## config.mk

```make
export PLATFORM = sky130hd
export DESIGN_NAME = ecc_err_monitor
export DESIGN_NICKNAME = d
export VERILOG_FILES = /design/src/rtl/ecc_cap_pkg.sv /design/src/rtl/ecc_capture_unit.sv /design/src/rtl/ecc_inject_unit.sv /design/src/rtl/ecc_reg_file.sv /design/src/rtl/ecc_err_monitor.sv
export SDC_FILE = /design/constraint.sdc
export NUM_CORES = 1
export LEC_CHECK = 0
export BUFFER_PORTS_ARGS = -buffer_cell sky130_fd_sc_hd__clkbuf_2
export CORE_AREA = 2 2 195 197
export CTS_BUF_LIST = sky130_fd_sc_hd__clkbuf_8 sky130_fd_sc_hd__clkbuf_16
export DETAILED_ROUTE_END_ITERATION = 7
export DIE_AREA = 0 0 197 199
export HOLD_SLACK_MARGIN = 0.05
export PLACE_DENSITY = 0.54
export SLEW_MARGIN = 10
export SYNTH_ARGS = -nofsm -noshare
export SYNTH_HDL_FRONTEND = slang
export SYNTH_SLANG_ARGS = --single-unit
```

## constraint.sdc

```tcl
create_clock -name clk -period 4.1 [get_ports clk]
set_input_delay 0.41 -clock clk [delete_from_list [all_inputs] [get_ports clk]]
set_output_delay 0.41 -clock clk [all_outputs]
set_load 0.02 [all_outputs]
```

## src/rtl/ecc_cap_pkg.sv

```systemverilog
package ecc_cap_pkg;

    localparam int REG_W  = 32;
    localparam int ADDR_W = 4;

    localparam logic [ADDR_W-1:0] ADR_STATUS = 4'h0;
    localparam logic [ADDR_W-1:0] ADR_WORD0  = 4'h4;
    localparam logic [ADDR_W-1:0] ADR_WORD1  = 4'h5;
    localparam logic [ADDR_W-1:0] ADR_WORD2  = 4'h6;
    localparam logic [ADDR_W-1:0] ADR_WORD3  = 4'h7;
    localparam logic [ADDR_W-1:0] ADR_CHECK  = 4'h8;
    localparam logic [ADDR_W-1:0] ADR_INJECT = 4'hC;

    localparam int MAX_WORDS = 4;

    typedef struct packed {
        logic              we;
        logic [ADDR_W-1:0] addr;
        logic [REG_W-1:0]  wdata;
    } reg_req_t;

    function automatic int data_width(input int dq);
        return (dq == 144) ? 128 : 64;
    endfunction

    function automatic int check_width(input int dq);
        return (dq == 144) ? 16 : 8;
    endfunction

endpackage

```

## src/rtl/ecc_capture_unit.sv

```systemverilog
module ecc_capture_unit #(
    parameter int DATA_W = 128,
    parameter int ECC_W  = 16
) (
    input  logic              clk,
    input  logic              rst,
    input  logic              rd_valid,
    input  logic [DATA_W-1:0] rd_data,
    input  logic [ECC_W-1:0]  rd_ecc,
    input  logic              rd_ue,
    input  logic              clear_req,
    output logic              status,
    output logic [DATA_W-1:0] cap_data,
    output logic [ECC_W-1:0]  cap_ecc
);

    logic armed;
    logic fire;

    // a pending clear re-opens the window in the same cycle
    assign armed = !status || clear_req;
    assign fire  = rd_valid && rd_ue && armed;

    always_ff @(posedge clk) begin
        if (rst) begin
            status   <= 1'b0;
            cap_data <= '0;
            cap_ecc  <= '0;
        end else if (fire) begin
            status   <= 1'b1;
            cap_data <= rd_data;
            cap_ecc  <= rd_ecc;
        end else if (clear_req) begin
            status   <= 1'b0;
        end
    end

    AST_CAPTURE_DATA: assert property (@(posedge clk) disable iff (rst)
        (rd_valid && rd_ue && !status) |=> (cap_data == $past(rd_data) && cap_ecc == $past(rd_ecc) && status));

    AST_FROZEN_HOLD: assert property (@(posedge clk) disable iff (rst)
        (status && !clear_req) |=> ($stable(cap_data) && $stable(cap_ecc) && status));

    AST_CLEAR_REARM: assert property (@(posedge clk) disable iff (rst)
        (clear_req && !(rd_valid && rd_ue)) |=> !status);

    AST_CLEAR_COLLIDE: assert property (@(posedge clk) disable iff (rst)
        (clear_req && rd_valid && rd_ue) |=> (status && cap_data == $past(rd_data)));

    AST_NO_SPURIOUS: assert property (@(posedge clk) disable iff (rst)
        !(rd_valid && rd_ue) |=> ($stable(cap_data) && $stable(cap_ecc)));

endmodule

```

## src/rtl/ecc_inject_unit.sv

```systemverilog
module ecc_inject_unit #(
    parameter int DATA_W = 128,
    parameter int ECC_W  = 16,
    parameter int MASK_W = 32
) (
    input  logic              clk,
    input  logic              rst,
    input  logic              mask_we,
    input  logic [MASK_W-1:0] mask_wdata,
    input  logic              wr_valid,
    input  logic [DATA_W-1:0] wr_data_in,
    input  logic [ECC_W-1:0]  wr_ecc_in,
    output logic [MASK_W-1:0] mask,
    output logic [DATA_W-1:0] wr_data_out,
    output logic [ECC_W-1:0]  wr_ecc_out
);

    localparam int PAD_W = DATA_W - MASK_W;

    logic [DATA_W-1:0] flip;

    assign flip        = {{PAD_W{1'b0}}, mask};
    assign wr_data_out = wr_data_in ^ flip;
    assign wr_ecc_out  = wr_ecc_in;

    always_ff @(posedge clk) begin
        if (rst) begin
            mask <= '0;
        end else if (mask_we) begin
            mask <= mask_wdata;
        end else if (wr_valid) begin
            mask <= '0;
        end
    end

    AST_MASK_ONE_SHOT: assert property (@(posedge clk) disable iff (rst)
        (wr_valid && !mask_we) |=> (mask == '0));

    AST_MASK_HOLD: assert property (@(posedge clk) disable iff (rst)
        (!wr_valid && !mask_we) |=> $stable(mask));

    AST_MASK_LOAD_WINS: assert property (@(posedge clk) disable iff (rst)
        mask_we |=> (mask == $past(mask_wdata)));

    always_comb begin
        if (!rst) begin
            AST_UPPER_UNTOUCHED: assert (wr_data_out[DATA_W-1:MASK_W] == wr_data_in[DATA_W-1:MASK_W]);
        end
    end

endmodule

```

## src/rtl/ecc_reg_file.sv

```systemverilog
module ecc_reg_file
    import ecc_cap_pkg::*;
#(
    parameter int DATA_W = 128,
    parameter int ECC_W  = 16
) (
    input  reg_req_t          req,
    input  logic              status,
    input  logic [DATA_W-1:0] cap_data,
    input  logic [ECC_W-1:0]  cap_ecc,
    input  logic [REG_W-1:0]  mask,
    output logic [REG_W-1:0]  rdata,
    output logic              clear_req,
    output logic              mask_we
);

    localparam int N_WORDS = DATA_W / REG_W;

    logic [REG_W-1:0] word [MAX_WORDS];

    for (genvar k = 0; k < MAX_WORDS; k++) begin : g_word
        if (k < N_WORDS) begin : g_live
            assign word[k] = cap_data[k*REG_W +: REG_W];
        end else begin : g_absent
            assign word[k] = '0;
        end
    end

    assign clear_req = req.we && (req.addr == ADR_STATUS) && req.wdata[0];
    assign mask_we   = req.we && (req.addr == ADR_INJECT);

    always_comb begin
        rdata = '0;
        case (req.addr)
            ADR_STATUS: rdata = {{(REG_W-1){1'b0}}, status};
            ADR_WORD0:  rdata = word[0];
            ADR_WORD1:  rdata = word[1];
            ADR_WORD2:  rdata = word[2];
            ADR_WORD3:  rdata = word[3];
            ADR_CHECK:  rdata = {{(REG_W-ECC_W){1'b0}}, cap_ecc};
            ADR_INJECT: rdata = mask;
            default:    rdata = '0;
        endcase
    end

endmodule

```

## src/rtl/ecc_err_monitor.sv

```systemverilog
module ecc_err_monitor
    import ecc_cap_pkg::*;
#(
    parameter int DQ_WIDTH = 144,
    localparam int DATA_W  = data_width(DQ_WIDTH),
    localparam int ECC_W   = check_width(DQ_WIDTH)
) (
    input  logic              clk,
    input  logic              rst,
    input  logic              reg_we,
    input  logic [ADDR_W-1:0] reg_addr,
    input  logic [REG_W-1:0]  reg_wdata,
    output logic [REG_W-1:0]  reg_rdata,
    input  logic              rd_valid,
    input  logic [DATA_W-1:0] rd_data,
    input  logic [ECC_W-1:0]  rd_ecc,
    input  logic              rd_ue,
    input  logic              wr_valid,
    input  logic [DATA_W-1:0] wr_data_in,
    input  logic [ECC_W-1:0]  wr_ecc_in,
    output logic [DATA_W-1:0] wr_data_out,
    output logic [ECC_W-1:0]  wr_ecc_out
);

    reg_req_t          req;
    logic              clear_req;
    logic              mask_we;
    logic              status;
    logic [DATA_W-1:0] cap_data;
    logic [ECC_W-1:0]  cap_ecc;
    logic [REG_W-1:0]  mask;

    assign req = '{we: reg_we, addr: reg_addr, wdata: reg_wdata};

    ecc_reg_file #(.DATA_W(DATA_W), .ECC_W(ECC_W)) u_regs (
        .req       (req),
        .status    (status),
        .cap_data  (cap_data),
        .cap_ecc   (cap_ecc),
        .mask      (mask),
        .rdata     (reg_rdata),
        .clear_req (clear_req),
        .mask_we   (mask_we)
    );

    ecc_capture_unit #(.DATA_W(DATA_W), .ECC_W(ECC_W)) u_capture (
        .clk       (clk),
        .rst       (rst),
        .rd_valid  (rd_valid),
        .rd_data   (rd_data),
        .rd_ecc    (rd_ecc),
        .rd_ue     (rd_ue),
        .clear_req (clear_req),
        .status    (status),
        .cap_data  (cap_data),
        .cap_ecc   (cap_ecc)
    );

    ecc_inject_unit #(.DATA_W(DATA_W), .ECC_W(ECC_W), .MASK_W(REG_W)) u_inject (
        .clk         (clk),
        .rst         (rst),
        .mask_we     (mask_we),
        .mask_wdata  (reg_wdata),
        .wr_valid    (wr_valid),
        .wr_data_in  (wr_data_in),
        .wr_ecc_in   (wr_ecc_in),
        .mask        (mask),
        .wr_data_out (wr_data_out),
        .wr_ecc_out  (wr_ecc_out)
    );

    AST_ECC_PASSTHRU: assert property (@(posedge clk) disable iff (rst)
        wr_ecc_out == wr_ecc_in);

endmodule

```

Word-level counts from Yosys, hierarchy flattened

Index checks and enable logic that the tools add are counted.
W data, S select, Z words.

Equality and inequality tests: 6
Mux-type cells: 5
Bitwise operators: 1
Reductions and logical operators: 10

Operators by type and width:

| kind                 | count |
|---|---|
| $pmux W32 S7         | 1 |
| $xor A128 B32 Y128   | 1 |
| $mux W32             | 2 |
| $eq A4 B3 Y1 const B | 4 |
| $eq A4 B4 Y1 const B | 2 |
| $logic_and A1 B1 Y1  | 5 |
| $logic_not A4 Y1     | 1 |
| $reduce_bool A2 Y1   | 2 |
| $mux W1              | 2 |
| $logic_not A1 Y1     | 1 |
| $logic_or A1 B1 Y1   | 1 |

Bits in registers: 177
Bits of input ports: 330
Output and inout port bits: 176
Logic and storage cells: 26

Longest topological paths before layout

Depth in word-level cells: 6
Depth in mapped cells: 7
Mapped depth without buffers: 3

Cells and area by module

A second synthesis with hierarchy kept.

Cells, all modules: 1,102
Area, all modules: 10,533.9 um2

By module, submodules not included:

| module           | instances | cells an instance | area each (um2) | seq. area each (um2) |
|---|---|---|---|---|
| ecc_capture_unit | 1         | 629               | 6,436.2         | 2,902.8 |
| ecc_inject_unit  | 1         | 288               | 2,611.3         | 640.6 |
| ecc_reg_file     | 1         | 185               | 1,486.4         | 0.0 |

Worst setup path after synthesis

Ideal clock, no wire load.

Path type: input port to output port
From: input reg_addr[0]
To: output reg_rdata[0]
Data arrival time: 1,960 ps
Required time: 3,690 ps
Setup slack: 1,730 ps
Stages: 4
Buffers on the path: 2
Path through: buf_2 buf_2 or2_2 o311ai_0

Word-level cells in the longest chain between the ends: 2
Elaborated cells between the ends (all ways): 8
Classes of those cells: eq/ne: 6; mux: 1; reduce/logical: 1

RTL lines:

| item                                 | line                  | RTL |
|---|---|---|
| from (decl)                          | ecc_err_monitor.sv:11 | `input logic [ADDR_W-1:0] reg_addr,` |
| $eq A4 B4 Y1 (tied with other cells) | ecc_reg_file.sv:34    | `case (req.addr)` |
| $pmux W32 S7 (*)                     | ecc_reg_file.sv:34    |  |
| to (decl)                            | ecc_err_monitor.sv:13 | `output logic [REG_W-1:0] reg_rdata,` |

Every way passes the cells marked *; elsewhere a longest branch is shown, timed or not.

Worst setup path in the final report

From: input reg_addr[3]
To: output reg_rdata[14]

The elaborated chain is that of the path after synthesis.

==> flow_metrics.py <==
metrics = {
    "clock_tree": {
        "cts_buffers": 17,
        "insertion_delay_ps": 430,
        "cts_root_buffer": "clkbuf_16",
        "post_cts_buffers": 0,
        "tritoncts": "built",
        "cts_hold_buf": 0,
        "cts_sinks": 177,
        "cts.path.max_buffers": 2,
        "cts_resized": 0,
        "htree_levels": 4,
        "cts.clk_slew.worst_paths_ps": 70,
    },
    "power_and_ir_drop": {
        "p_leak_nw": 4.85,
        "p_per_area_nw_per_um2": 340,
        "vdd_drop_max_uv": 232,
    },
    "logic_synthesis": {
        "synth_ff_type": "dfxtp_1",
        "syn_inst": 1136,
        "syn_area_per_cell_sq_um": 9.23,
        "yosys.area.top_type": "dfxtp_1",
        "synth.area.top_cells": "dfxtp_1 34%, nand2b_1 17%, mux2i_1 15%",
        "synth.top_cell.area_share": 0.338,
        "syn_area_sq_um": 10500,
        "synthesis.nets": 1466,
        "ys_seq_elements": 177,
        "ys_warn_count": 0,
        "synth_cell_types": 41,
        "ys_async_sr_fraction": 0,
        "synth_edf_count": 0,
        "yosysSeqAreaShare": 0.338,
    },
    "timing": {
        "worst-slew-pin-transition_ps": 943,
        "slew_violations": 0,
        "finalHoldViolCount": 0,
        "period_share": 0.664,
        "rsz0062_at_grt": "no",
        "max_freq_mhz": 367,
        "min_period_ps": 2720,
        "setup_viol": 0,
        "slew_headroom": 0.370,
        "fin_skew_ps": 7.46,
        "tns_ps": 0,
    },
    "final_layout": {
        "drive_above_1_share": 0.278,
        "area_growth_pct": 14.4,
        "final_common_cell": "nand2b_1",
        "fin_util": 0.323,
        "final_cell_mix": "289 x nand2b_1, 280 x clkbuf_2, 177 x dfxtp_1, 162 x mux2i_1",
        "nNetsFinal": 1578,
        "fillers": 3918,
    },
    "detailed_routing": {
        "drc_errors": 0,
        "vias": 8162,
        "initialDrtViolationCount": 436,
        "final_antenna_net_count": 0,
        "avgRoutedWirePerCell_microns": 21.2,
        "viasPerCell": 4.69,
        "drt-pass1-iter-count": 4,
        "wl_microns": 36900,
    },
    "floorplanning": {
        "die_height_microns": 199,
        "initial_core_util": 0.282,
        "die_area_sq_um": 39200,
        "pin_count": 506,
        "die_width_microns": 197,
        "fp.coreArea_sq_um": 37100,
        "rows": 71,
    },
    "grt": {
        "grt_busiest_layer": "met2",
        "grt_overflow": 0,
        "grt_pass1_wl_microns": 52800,
        "met2_usage": 0.290,
        "grt_use_met3": 0.0653,
        "grt_max_degree": 160,
        "grtUsageMet1": 0.238,
        "antenna_found_initial": 11,
        "track_usage": 0.185,
        "grt_pass1_vias": 8052,
    },
    "placed_design": {
        "dp_hpwl_microns": 28900,
        "gp_congestion": 0.811,
        "io_buffer_count": 281,
    },
    "hold_path": {
        "min_path_cells": 3,
        "min_to": "u_capture.cap_data[97]",
        "min_from": "rd_data[97]",
        "hold_path_class": "input port to register",
    },
    "worst_setup_path": {
        "regToRegStartpoint": "u_capture.status",
        "r2r_cells": 3,
        "critPathKind": "input port to primary output",
        "r2r_end": "u_capture.cap_data[105]",
        "worstSetupStartpointType": "input port",
        "required_ps": 3690,
        "cp-end-kind": "primary output",
        "worstPathArrival_ps": 2310,
        "rrSetupSlack_ps": 2350,
        "path_max_fanout": 32,
    },
    "run": {
        "drv_cap": 0,
    },
    "outcome": {
        "outcome": "complete, no violations",
    },
}
-- registers in the layout, indices dropped and copies added (netlist names) --
register            count
u_capture.status        1
u_capture.cap_data    128
u_inject.mask          32
u_capture.cap_ecc      16
-- routing by layer --
layer,vias to the layer above,routed length (microns)
met2,294,16800
li1,3961,-
met4,14,762
met1,3844,16500
met5,-,92
met3,49,2800
-- final cells by class --
cell class	count	area [sq um]	area share
tap	474	593	0.0494
sequential	177	3540	0.295
multi-input combinational	723	5540	0.462
inverter	33	124	0.0103
clock inverter	15	151	0.0126
clock buffer	17	425	0.0354
antenna	4	10.0	0.000834
timing repair buffer	296	1610	0.134
-- power by group --
group | switching, mW | internal, mW
clock network | 0.780 | 0.856
logic | 0.321 | 0.280
registers | 0.0500 | 1.79
-- worst max-delay path, cell delays in order --
cell and delay, ps:
clkbuf_2 400, nor3b_1 830, a22oi_1 180, o211ai_1 230, clkbuf_2 250
-- cell usage after synthesis (8+ instances only) --
cell      number
buf_2          8
mux4_2         8
a22oi_1       23
o21ai_0        9
buf_1          8
xor2_1        32
nand3_1       33
clkbuf_1      59
nand2b_1     289
buf_4        121
inv_1         33
a211o_1       32
mux2i_1      162
a22o_1         8
a21oi_1       33
o211ai_1      13
and3b_1       14
mux2_2        11
nand2_1       18
dfxtp_1      177
-- worst max-delay path by stage --
stage | start | to | slack [ps] | depth (start not counted)
global placement | reg_addr[1] | u_capture.cap_data[26] | 1380 | 5
detailed placement | reg_addr[1] | u_capture.cap_ecc[0] | 1350 | 5
floorplan | reg_addr[0] | reg_rdata[0] | 1730 | 4
finish | reg_addr[3] | reg_rdata[14] | 1380 | 5
global route | reg_addr[3] | reg_rdata[4] | 1210 | 5
CTS | reg_addr[3] | reg_rdata[14] | 1400 | 5
-- cells by family (layout without fill, tap and decap cells) --
logic type      count (synthesis)  after routing  synth area share
mux                           181            181             0.184
xor+xnor                       32             32            0.0267
compound gates                137            137            0.0948
flops                         177            177             0.338
other cells                     0              4                 0
buf+inv                       236            361             0.137
simple gates                  373            373             0.220
-- through the flow --
step	total power, mW	hold slack, ps	instances	area [sq um]	worst slack [ps]
after floorplan	2.40	444	1136	10500	1730
after global placement	2.49	455	1703	11400	1380
after detailed placement	2.49	463	1703	11400	1350
after CTS	4.14	191	1735	12000	1400
after global routing	4.27	194	1736	12000	1210
final	4.08	217	1739	12000	1380
No activity file was read; power rests on OpenSTA's default activity.
